**src/rtl/dtmr_pkg.sv**
```systemverilog
package dtmr_pkg;
    typedef enum logic [1:0] {
        MODE_RELOAD = 2'd0,
        MODE_EVENT  = 2'd1,
        MODE_CAPT   = 2'd2,
        MODE_RSVD   = 2'd3
    } mode_e;

    typedef enum logic [1:0] {
        ST_STOP   = 2'd0,
        ST_RELOAD = 2'd1,
        ST_EVENT  = 2'd2,
        ST_CAPT   = 2'd3
    } tstate_e;

    localparam logic [1:0] SEL_COUNT  = 2'd0;
    localparam logic [1:0] SEL_RELOAD = 2'd1;
    localparam logic [1:0] SEL_CTRL   = 2'd2;

    localparam int CTRL_BITS = 6;
    localparam int CLR_BIT   = 5;

    typedef struct packed {
        logic  clr;
        logic  ie;
        logic  fall;
        logic  run;
        mode_e mode;
    } ctrl_t;
endpackage

```
**src/rtl/dtmr_edge.sv**
```systemverilog
module dtmr_edge #(
    parameter int SYNC_STAGES = 2
) (
    input  logic clk,
    input  logic rst_n,
    input  logic pin_i,
    input  logic fall_i,
    output logic edge_o
);
    logic [SYNC_STAGES-1:0] sync_q;
    logic                   prev_q;
    logic                   cur;

    assign cur = sync_q[SYNC_STAGES-1];

    generate
        if (SYNC_STAGES == 1) begin : g_one
            always_ff @(posedge clk) begin
                if (!rst_n) sync_q <= '0;
                else        sync_q <= pin_i;
            end
        end else begin : g_chain
            always_ff @(posedge clk) begin
                if (!rst_n) sync_q <= '0;
                else        sync_q <= {sync_q[SYNC_STAGES-2:0], pin_i};
            end
        end
    endgenerate

    always_ff @(posedge clk) begin
        if (!rst_n) prev_q <= 1'b0;
        else        prev_q <= cur;
    end

    assign edge_o = fall_i ? (prev_q & ~cur) : (cur & ~prev_q);
endmodule

```
**src/rtl/dtmr_fsm.sv**
```systemverilog
module dtmr_fsm
    import dtmr_pkg::*;
(
    input  logic    clk,
    input  logic    rst_n,
    input  logic    cyc_en_i,
    input  logic    run_i,
    input  mode_e   mode_i,
    output tstate_e state_o
);
    tstate_e state_q;
    tstate_e state_d;

    always_ff @(posedge clk) begin
        if (!rst_n)        state_q <= ST_STOP;
        else if (cyc_en_i) state_q <= state_d;
    end

    always_comb begin
        state_d = ST_STOP;
        if (run_i) begin
            unique case (mode_i)
                MODE_RELOAD: state_d = ST_RELOAD;
                MODE_EVENT:  state_d = ST_EVENT;
                MODE_CAPT:   state_d = ST_CAPT;
                MODE_RSVD:   state_d = ST_STOP;
            endcase
        end
    end

    assign state_o = state_q;
endmodule

```
**src/rtl/dtmr_core.sv**
```systemverilog
module dtmr_core
    import dtmr_pkg::*;
#(
    parameter int W = 16
) (
    input  logic         clk,
    input  logic         rst_n,
    input  tstate_e      state_i,
    input  logic         cyc_en_i,
    input  logic         edge_i,
    input  logic         cnt_wr_i,
    input  logic         rld_wr_i,
    input  logic [W-1:0] wdata_i,
    output logic [W-1:0] cnt_o,
    output logic [W-1:0] cap_o,
    output logic         tog_o,
    output logic         set_o
);
    logic [W-1:0] cnt_q, cnt_d;
    logic [W-1:0] rld_q;
    logic [W-1:0] cap_q, cap_d;
    logic         tog_q, tog_d;
    logic         at_zero;

    assign at_zero = (cnt_q == '0);

    always_ff @(posedge clk) begin
        if (!rst_n) begin
            cnt_q <= '0;
            rld_q <= '0;
            cap_q <= '0;
            tog_q <= 1'b0;
        end else begin
            cnt_q <= cnt_d;
            cap_q <= cap_d;
            tog_q <= tog_d;
            if (rld_wr_i) rld_q <= wdata_i;
        end
    end

    always_comb begin
        cnt_d = cnt_q;
        cap_d = cap_q;
        tog_d = tog_q;
        set_o = 1'b0;
        unique case (state_i)
            ST_STOP: begin
                if (cnt_wr_i) cnt_d = wdata_i;
            end
            ST_RELOAD: begin
                if (cyc_en_i) begin
                    if (at_zero) begin
                        cnt_d = rld_q;
                        tog_d = ~tog_q;
                        set_o = 1'b1;
                    end else begin
                        cnt_d = cnt_q - W'(1);
                    end
                end
            end
            ST_EVENT: begin
                if (edge_i) begin
                    if (at_zero) begin
                        cnt_d = rld_q;
                        set_o = 1'b1;
                    end else begin
                        cnt_d = cnt_q - W'(1);
                    end
                end
            end
            ST_CAPT: begin
                if (cyc_en_i) cnt_d = at_zero ? rld_q : cnt_q - W'(1);
                if (edge_i) begin
                    cap_d = cnt_q;
                    set_o = 1'b1;
                end
            end
        endcase
    end

    assign cnt_o = cnt_q;
    assign cap_o = cap_q;
    assign tog_o = tog_q;
endmodule

```
**src/rtl/dtmr_top.sv**
```systemverilog
module dtmr_top
    import dtmr_pkg::*;
#(
    parameter int W = 16,
    parameter int SYNC_STAGES = 2
) (
    input  logic         clk,
    input  logic         rst_n,
    input  logic         cyc_en,
    input  logic         wr_en,
    input  logic [1:0]   wr_sel,
    input  logic [W-1:0] wr_data,
    input  logic         ext_in,
    output logic [W-1:0] count_o,
    output logic [W-1:0] capture_o,
    output logic         tog_o,
    output logic         pend_o,
    output logic         irq_o
);
    ctrl_t   ctrl_q;
    ctrl_t   ctrl_wr;
    tstate_e state;
    logic    ext_edge;
    logic    pend_set;
    logic    pend_clr;
    logic    ctrl_we;
    logic    ctrl_ie;
    logic    pend_q;

    assign ctrl_wr  = ctrl_t'(wr_data[CTRL_BITS-1:0]);
    assign ctrl_we  = wr_en && (wr_sel == SEL_CTRL);
    assign pend_clr = ctrl_we && wr_data[CLR_BIT];
    assign ctrl_ie  = ctrl_q.ie;

    always_ff @(posedge clk) begin
        if (!rst_n) begin
            ctrl_q <= '0;
        end else if (ctrl_we) begin
            ctrl_q     <= ctrl_wr;
            ctrl_q.clr <= 1'b0;
        end
    end

    always_ff @(posedge clk) begin
        if (!rst_n)        pend_q <= 1'b0;
        else if (pend_set) pend_q <= 1'b1;
        else if (pend_clr) pend_q <= 1'b0;
    end

    dtmr_edge #(.SYNC_STAGES(SYNC_STAGES)) u_edge (
        .clk    (clk),
        .rst_n  (rst_n),
        .pin_i  (ext_in),
        .fall_i (ctrl_q.fall),
        .edge_o (ext_edge)
    );

    dtmr_fsm u_fsm (
        .clk      (clk),
        .rst_n    (rst_n),
        .cyc_en_i (cyc_en),
        .run_i    (ctrl_q.run),
        .mode_i   (ctrl_q.mode),
        .state_o  (state)
    );

    dtmr_core #(.W(W)) u_core (
        .clk      (clk),
        .rst_n    (rst_n),
        .state_i  (state),
        .cyc_en_i (cyc_en),
        .edge_i   (ext_edge),
        .cnt_wr_i (wr_en && (wr_sel == SEL_COUNT)),
        .rld_wr_i (wr_en && (wr_sel == SEL_RELOAD)),
        .wdata_i  (wr_data),
        .cnt_o    (count_o),
        .cap_o    (capture_o),
        .tog_o    (tog_o),
        .set_o    (pend_set)
    );

    assign pend_o = pend_q;
    assign irq_o  = pend_q & ctrl_ie;
endmodule

```
**config.mk**
```make
export PLATFORM = sky130hd
export DESIGN_NAME = dtmr_top
export DESIGN_NICKNAME = d
export VERILOG_FILES = /design/src/rtl/dtmr_pkg.sv /design/src/rtl/dtmr_edge.sv /design/src/rtl/dtmr_fsm.sv /design/src/rtl/dtmr_core.sv /design/src/rtl/dtmr_top.sv
export SDC_FILE = /design/constraint.sdc
export NUM_CORES = 1
export LEC_CHECK = 0
export ABC_AREA = 1
export CORE_MARGIN = 8
export CORE_UTILIZATION = 52
export DETAILED_ROUTE_END_ITERATION = 12
export GPL_TIMING_DRIVEN = 0
export MAX_ROUTING_LAYER = met4
export PLACE_DENSITY = 0.86
export SKIP_CTS_REPAIR_TIMING = 1
export SYNTH_ARGS = -nofsm -noshare
export SYNTH_HDL_FRONTEND = slang
export SYNTH_SLANG_ARGS = --single-unit
```
**constraint.sdc**
```tcl
create_clock -name clk -period 1.65 [get_ports clk]
set_input_delay 0.2475 -clock clk [delete_from_list [all_inputs] [get_ports clk]]
set_output_delay 0.2475 -clock clk [all_outputs]
set_load 0.005 [all_outputs]
```
# == Word-level counts from Yosys, hierarchy flattened ==
# Cells that the tools add are included.
# op_classes
bitwise_logic,6
shift,0
n_reduce_logical,13
n_lt_le_gt_ge,0
mul,0
eq_ne,11
mux,15
div,0
n_addsub,1
# op_table
op,n
16-bit two-way mux,4
16-bit one-hot mux with 3 select lines,1
16-bit zero test,1
"16-bit by 1-bit subtractor with 16-bit output, second input constant",1
"2-bit equality test, second input constant",5
2-bit one-hot mux with 4 select lines,1
1-bit two-way mux,7
"2-bit by 1-bit equality test with 1-bit output, second input constant",3
2-bit zero test,3
3-bit AND reduction,2
1-bit logical AND,4
"2-bit by 1-bit != test with 1-bit output, second input constant",2
1-bit bitwise AND,3
1-bit inverter,3
1-bit one-hot mux with 3 select lines,1
2-bit two-way mux,1
"2-bit != test, second input constant",1
2-bit AND reduction,1
2-bit nonzero test,1
2-bit OR reduction,1
# totals
out_inout_bits,35
memories,0
romBits,0
in_bits,23
latchBits,0
regBits,60
ramBits,0

# == Depth between registers and ports, before layout ==
# Gate-level depths: netlist of run 1.
# depth
depth_word,6
ltp_mapped,10

# == Cells and area by module ==
# Synthesis of run 1 repeated with hierarchy kept, for this count alone.
# hier_totals
cells_unflattened,447
hier_area_um2,3150.5
# by_module_without_submodules
module,seq_area_each_um2,n_inst,cells_per_inst,area_each_um2
dtmr_core,980.9,1,379,2673.8
dtmr_top,120.1,1,34,245.2
dtmr_fsm,40.0,1,19,123.9
dtmr_edge,60.1,1,15,107.6

# == Worst setup path before layout of run 1 ==
# Ideal clock, no wire load.
# synth_path
path_type,register to register
startpoint,register u_fsm.state_q[1] (netlist: u_fsm.state_o[1])
endpoint,register u_core.cnt_q[14] (netlist: u_core.cnt_o[14])
n_path_buf,2
setup_time_ns,0.119
arrival_ns,1.335
slack_ns,0.196
path_stages_with_launch,9
cell_sequence,dfxtp_1 > inv_1 > ha_1 > o21ai_0 > nand3_1 > buf_2 > buf_2 > a21oi_1 > a21oi_1
# synth_via
elab_chain_cells,4
word_cells_on_any_way,10
cone_classes,eq/ne (6); mux (1); reduce/logical (3)
# synth_lines
item,line,text
"start, declared",dtmr_fsm.sv:11,tstate_e state_q;
"start signal, assigned",dtmr_fsm.sv:16,else if (cyc_en_i) state_q <= state_d;
2-bit by 1-bit equality test with 1-bit output or 2-bit equality test (tied branches),dtmr_core.sv:46,unique case (state_i)
2-bit OR reduction (no source line),--,
2-bit by 1-bit != test with 1-bit output (no source line),--,
3-bit AND reduction (no source line),--,
"end signal, assigned",dtmr_core.sv:34,cnt_q <= cnt_d;
"end, declared",dtmr_core.sv:19,"logic [W-1:0] cnt_q, cnt_d;"
# Parallel ways exist; a longest one is shown, timed or not.
# A chain may end at the register's enable or synchronous reset.

# == Worst setup path after layout of run 1 ==
# layout_path
startpoint,register u_core.cnt_q[1] (netlist: u_core.cnt_o[1])
endpoint,register u_core.tog_q (netlist: u_core.tog_o)
# layout_via
elab_chain_cells,2
# layout_lines
item,line,text
16-bit zero test,dtmr_core.sv:25,assign at_zero = (cnt_q == '0);
3-bit AND reduction (no source line),--,
"end signal, assigned",dtmr_core.sv:36,tog_q <= tog_d;
"end, declared",dtmr_core.sv:22,"logic tog_q, tog_d;"
# No other way between the ends.

==> summary.md, run 1 <==
## Status
* **status** complete, but fails checks
* **violations in the final reports** setup timing

## Power and ir drop
* **Max rail drop VDD** 563.3 uV
* **power density relative to cell area** 935.8 mW/mm^2
* **internal portion of total power** 2.571 mW
* **sum of internal, switching and leakage power** 3.724 mW
* **share of power burned in registers** 0.426
* **reported leakage power** 1.654 nW
* **Sw Share** 0.3096
* **part of the total power dissipated in combinational logic** 0.242
* **part of the total power dissipated in the clock network** 0.333
* **Switch Pwr** 1.153 mW

## Critical path
* **worst setup slack for register-to-register paths** -40 ps
* **kind of critical path** reg -> reg
* **worst-path maximum fanout** 5
* **launching point of the worst reg2reg path** u_core.cnt_o[1]
* **critical path startpoint category** flip-flop
* **Reg-to-Reg End** u_core.tog_o
* **number of cells on the worst reg-to-reg path** 9
* **CP Data Arrival Time** 1910 ps
* **endpoint required time on the critical path** 1870 ps
* **CP Capture Type** flip-flop

## Global routing
* **vias in the first global route** 2976
* **maximum number of pins on one net before global-route repair** 11
* **global-route total usage across every layer** 0.2100
* **antenna violations before repair** 0
* **global-route wire length before repair** 14100 um
* **Remaining Overflow, GRT** 0

## Clock tree
* **htree depth** 3
* **clock latency on the worst-skew pair** 340 ps
* **clk slew on worst S/H paths** 70 ps
* **Clock Sink Count** 60
* **maximum root-to-sink buffer count** 2
* **Clock Tree Root** sky130_fd_sc_hd__clkbuf_8
* **Inserted Clock Buffers** 9
* **CTS tree** yes

## Layout
* **Area growth syn-to-layout** 31.90%
* **count of antenna diodes in the layout** 0
* **utilization of the core after routing** 0.7182
* **filler cell count in the final layout** 438
* **fraction of layout cells with a size suffix above 1** 0.1381
* **Final Non-Filler Cells** 586
* **net count reported at finish** 542

## Logic synthesis
* **number of nets produced by synthesis** 471
* **count of mapped cells out of synthesis** 439
* **most area-consuming cells after synthesis** sky130_fd_sc_hd__dfxtp_1, sky130_fd_sc_hd__o21ai_0, sky130_fd_sc_hd__a21oi_1
* **Post-synth EDFFs** 0
* **Synth Area per Inst** 6.872 sq um
* **Synthesis Warnings** 0
* **Mapped Area** 0.003017 sq mm
* **share of Yosys cell area claimed by the top area cell type** 0.3982
* **number of register bits inferred by synthesis** 60
* **count of distinct cell types in the synthesized netlist** 26
* **Main synth FF type** sky130_fd_sc_hd__dfxtp_1
* **most frequently used cell type in the post-synthesis netlist** sky130_fd_sc_hd__nand2_1
* **most numerous cell types in the synthesized netlist** sky130_fd_sc_hd__nand2_1, sky130_fd_sc_hd__dfxtp_1, sky130_fd_sc_hd__o21ai_0
* **Async SR Flop Fraction** 0
* **share of synthesized area occupied by flip-flops and latches** 0.3982
* **leading area contributor after synthesis** sky130_fd_sc_hd__dfxtp_1

## Floorplan
* **die area** 0.008494 sq mm
* **Die Y** 92.17 um
* **I/O pins** 58
* **horizontal die dimension** 92.17 um
* **Core Area** 0.005540 sq mm
* **# rows** 27
* **initial cell density of the core** 0.5445

## STA
* **worst clock skew** 6.528 ps
* **count of final max-slew check failures** 0
* **Hold Vio Cnt, Final** 0
* **maximum clock frequency** 593.1 MHz
* **headroom to the max-slew limit** 0.6163
* **transition at the pin with the smallest max-transition slack** 575.5 ps
* **unrepaired setup endpoints after global routing** yes
* **Worst Slack Setup Final** -36.16 ps
* **Final Critical Period** 1686 ps
* **setup violation total in the final timing report** 1
* **portion of the clock cycle consumed by the worst path in the final layout** 1.022

## Detailed routing
* **WL/cell** 15.84 um
* **detail-routed via count per cell** 5.628
* **DRC violation count after routing** 0
* **WL final** 9285 um
* **Starting DRT DRC Count** 536
* **antenna-violating nets left** 0
* **1st-pass router iterations** 6
* **total via count after detailed routing** 3298

## Min path
* **worst hold path depth** 3
* **worst hold endpoint** u_core.cap_o[14]
* **launch instance of the worst min-delay path** rst_n
* **HP Class** in -> reg

## Place
* **half-perimeter wire length of the detailed placement result** 6412 um
* **placer congestion estimate** 0.9578
* **Port Buf Inserts** 56
* **number of placed instances with taps included** 567

## Job
* **max-cap check violation count** 0

[routing by layer]
| layer | GRT usage | up-vias | wire length, um |
|---|---|---|---|
| li1 | - | 1569 | - |
| met1 | 0.2520 | 1471 | 3713 |
| met2 | 0.3141 | 218 | 4335 |
| met3 | 0.04971 | 40 | 941 |
| met4 | 0.1221 | 0 | 295 |
| met5 | - | - | 0 |
[stage by stage]
stage	cell area [sq um]	worst slack, ps	hold WS [ps]	TNS [ps]
after global placement	3667	-268.9	426.4	-5194
after global routing	3979	-135.6	324.9	-328.8
final	3979	-36.16	304.0	-36.16
after detailed placement	3667	-339.8	426.7	-6361
after floorplan	3017	196.1	345.1	0
after CTS	3855	-113.6	308.8	-1150
[power by group through the flow]
stage	sequential, mW	combinational, mW	clock (mW)
global route	1.59	0.980	1.31
CTS	1.57	0.784	1.24
global placement	1.60	0.753	0
floorplan	1.59	0.524	0
detailed placement	1.60	0.776	0
finish	1.58	0.899	1.24
[area by class of cell]
cell class                 instances  area [sq um]  area share
buffer                            18         96.34     0.02421
clock buffer                      14         182.7     0.04591
clock inverter                     1         5.005    0.001258
inverter                          58         220.2     0.05535
multi-input combinational        304          1584      0.3981
sequential                        60          1217      0.3060
tap                               72         90.09     0.02264
timing repair buffer              59         583.1      0.1465
[state kept, by name (all words and copies together), names as in the netlist]
| register | cells |
|---|---|
| u_core.cap_o | 16 |
| u_core.cnt_o | 16 |
| u_core.rld_q | 16 |
| ctrl_q | 4 |
| u_edge.sync_q | 2 |
| u_fsm.state_o | 2 |
| ctrl_ie | 1 |
| pend_o | 1 |
| u_core.tog_o | 1 |
| u_edge.prev_q | 1 |
[cell families after synthesis]
group / count (synthesis) / share of synthesized area
compound gates: 122 / 0.2078
fa+ha+maj: 9 / 0.03733
xor+xnor: 3 / 0.008712
flops: 60 / 0.3982
buf+inv: 76 / 0.09830
simple gates: 169 / 0.2497
[critical path, cell delays in order, from the launching register on]
cell and delay, ps:
sky130_fd_sc_hd__dfxtp_2 350, sky130_fd_sc_hd__inv_1 80, sky130_fd_sc_hd__ha_2 210, sky130_fd_sc_hd__nand3_1 130
sky130_fd_sc_hd__nor2_4 170, sky130_fd_sc_hd__nand2_4 90, sky130_fd_sc_hd__inv_2 120, sky130_fd_sc_hd__nand3_1 100
sky130_fd_sc_hd__o21ai_0 240, sky130_fd_sc_hd__a21oi_1 80
[layout by cell type (no fill, tap or decap), drive strengths merged]
| master | instances |
|---|---|
| a21oi | 57 |
| buf | 7 |
| clkbuf | 28 |
| clkdlybuf4s50 | 56 |
| clkinv | 1 |
| dfxtp | 60 |
| ha | 9 |
| inv | 58 |
| nand2 | 66 |
| nand3 | 37 |
| nand3b | 2 |
| nand4 | 2 |
| nor2 | 57 |
| o211ai | 1 |
| o21a | 1 |
| o21ai | 63 |
| or2 | 6 |
| xnor2 | 1 |
| xor2 | 2 |
[worst max-delay path by stage]
stage / startpoint / end / depth (start not counted)
6_report: u_core.cnt_o[1] / u_core.tog_o / 9
3_3_place_gp: wr_en / u_core.rld_q[0] / 5
4_1_cts: u_fsm.state_o[1] / u_core.cnt_o[13] / 8
5_1_grt: u_core.cnt_o[1] / u_core.tog_o / 9
3_5_place_dp: wr_en / u_core.rld_q[15] / 6
2_1_floorplan: u_fsm.state_o[1] / u_core.cnt_o[14] / 8
Note: power is estimated with default switching activity, not from simulation.
==> run 2, diff against run 1 <==
SETUP_SLACK_MARGIN = 0.5   (was default)
==> run 2 against run 1 <==
  * The flow now finishes without violations
  * Sequential power about the same
  * Global-route usage increased by 0.44 points
  * Maximum frequency increased by 10%
  * Sequential share of layout area decreased by 3.3 points
  * Combinational power increased by 17%
  * Clock power about the same
  * Wire length increased by 15%
  * Worst hold slack improved by 51 ps
  * Total power increased by 4.4%
  * Die area unchanged
  * Critical path type is now reg -> out
==> summary.md, run 2 (synthesized netlist as in run 1, its figures left out) <==
## Min path
* **worst hold endpoint** u_core.cap_o[12]
* **launch instance of the worst min-delay path** rst_n
* **HP Class** in -> reg
* **worst hold path depth** 3

## Global routing
* **global-route total usage across every layer** 0.2144
* **antenna violations before repair** 0
* **global-route wire length before repair** 14240 um
* **vias in the first global route** 2954
* **Remaining Overflow, GRT** 0
* **maximum number of pins on one net before global-route repair** 11

## Detailed routing
* **1st-pass router iterations** 7
* **antenna-violating nets left** 0
* **WL/cell** 17.74 um
* **total via count after detailed routing** 3417
* **DRC violation count after routing** 0
* **detail-routed via count per cell** 5.676
* **WL final** 10680 um
* **Starting DRT DRC Count** 271

## Floorplan
* **I/O pins** 58
* **Core Area** 0.005540 sq mm
* **# rows** 27
* **horizontal die dimension** 92.17 um
* **initial cell density of the core** 0.5445
* **die area** 0.008494 sq mm
* **Die Y** 92.17 um

## Clock tree
* **maximum root-to-sink buffer count** 2
* **CTS tree** yes
* **clk slew on worst S/H paths** 70 ps
* **htree depth** 3
* **Inserted Clock Buffers** 9
* **Clock Sink Count** 60
* **clock latency on the worst-skew pair** 350 ps
* **Clock Tree Root** sky130_fd_sc_hd__clkbuf_8

## Layout
* **most common library cell in the layout ignoring fill and taps** sky130_fd_sc_hd__nand2_1
* **Area growth syn-to-layout** 53.59%
* **net count reported at finish** 557
* **most frequent cells in the layout** sky130_fd_sc_hd__nand2_1, sky130_fd_sc_hd__inv_1, sky130_fd_sc_hd__nor2_1
* **count of antenna diodes in the layout** 0
* **utilization of the core after routing** 0.8363
* **filler cell count in the final layout** 332
* **area used by multi-input combinational logic** 0.001906 sq mm
* **Seq. cell area** 0.001265 sq mm
* **fraction of layout cells with a size suffix above 1** 0.3189

## Critical path
* **Reg-to-Reg End** u_core.cnt_o[10]
* **CP Capture Type** output pin
* **worst setup slack for register-to-register paths** 120 ps
* **slowest cell delay on critical path** 530 ps
* **Crit-path slowest cell** sky130_fd_sc_hd__clkdlybuf4s50_1
* **worst-path maximum fanout** 6
* **number of cells on the worst reg-to-reg path** 9
* **Top Family by Delay on Critical Path** buffers and inverters
* **launching point of the worst reg2reg path** u_core.cnt_o[0]
* **endpoint required time on the critical path** 1400 ps
* **crit-path cells** clkdlybuf4s50_1
* **Buffers & Inverters on Critical Path** 1
* **critical path startpoint category** flip-flop
* **CP Data Arrival Time** 1280 ps
* **kind of critical path** reg -> out

## Status
* **status** completed

## STA
* **setup violation total in the final timing report** 0
* **portion of the clock cycle consumed by the worst path in the final layout** 0.9262
* **count of final max-slew check failures** 0
* **Hold Vio Cnt, Final** 0
* **worst clock skew** 13.91 ps
* **maximum clock frequency** 654.3 MHz
* **transition at the pin with the smallest max-transition slack** 608.9 ps
* **Final Critical Period** 1528 ps
* **headroom to the max-slew limit** 0.5941
* **unrepaired setup endpoints after global routing** yes

## Place
* **placer congestion estimate** 0.9250
* **Port Buf Inserts** 56
* **half-perimeter wire length of the detailed placement result** 6580 um

## Power and ir drop
* **Max rail drop VDD** 744.3 uV
* **Sw Share** 0.3295
* **part of the total power dissipated in combinational logic** 0.270
* **sum of internal, switching and leakage power** 3.888 mW
* **Switch Pwr** 1.281 mW
* **internal portion of total power** 2.607 mW
* **reported leakage power** 2.389 nW
* **share of power burned in registers** 0.408
* **power density relative to cell area** 839.1 mW/mm^2
* **part of the total power dissipated in the clock network** 0.321

## Job
* **max-cap check violation count** 0

## run 2: cell count changes in the layout (fill, tap and decap cells not counted), sizes merged
cell,change
buf,+18
clkdlybuf4s50,-34
nor2,+1
dlymetal6s2s,+31
## run 2: worst min-delay path, cell delays in order
cell and delay (ps):
sky130_fd_sc_hd__clkbuf_1 240, sky130_fd_sc_hd__o21ai_2 110, sky130_fd_sc_hd__a21oi_1 50
## run 2: area by class of cell
cell class	count	share of cell area
timing repair buffer	73	0.1707
inverter	58	0.04969
sequential	60	0.2730
clock inverter	1	0.001080
tap	72	0.01944
multi-input combinational	305	0.4113
clock buffer	15	0.03808
buffer	18	0.03673
## run 2: how the worst max path moves through the flow
stage | start | to | slack (ps) | depth (start not counted)
after global placement | wr_sel[1] | u_core.rld_q[0] | -260 | 6
final | u_core.cnt_o[4] | count_o[4] | 120 | 1
after CTS | u_core.cnt_o[10] | count_o[10] | -8 | 1
after global routing | u_core.cnt_o[0] | pend_o | 50 | 10
after floorplan | u_core.cnt_o[0] | u_core.tog_o | 330 | 9
after detailed placement | wr_sel[1] | u_core.rld_q[0] | -330 | 6
## run 2: metal layers
layer | track usage | vias up | share of wire
li1 | - | 1608 | -
met1 | 0.2535 | 1580 | 0.39
met2 | 0.3415 | 204 | 0.49
met3 | 0.04401 | 25 | 0.092
met4 | 0.09933 | 0 | 0.024
met5 | - | - | 0
## run 2: through the flow
step | TNS (ps) | hold WS (ps) | setup WS, ps | instance area [sq um] | instances
3_5_place_dp | -3978 | 401.7 | -329.0 | 3877 | 567
3_3_place_gp | -2802 | 394.6 | -258.9 | 3877 | 567
6_report | 0 | 355.4 | 121.7 | 4633 | 602
5_1_grt | 0 | 383.1 | 48.80 | 4633 | 602
4_1_cts | -20.16 | 302.4 | -8.496 | 4059 | 583
2_1_floorplan | 0 | 345.1 | 330.6 | 3227 | 439
## run 2: power groups by stage
stage	clock (mW)	sequential [mW]	combinational, mW
after floorplan	0	1.59	0.596
after global routing	1.31	1.59	1.13
final	1.25	1.59	1.05
after detailed placement	0	1.61	0.852
after CTS	1.24	1.57	0.860
after global placement	0	1.60	0.839
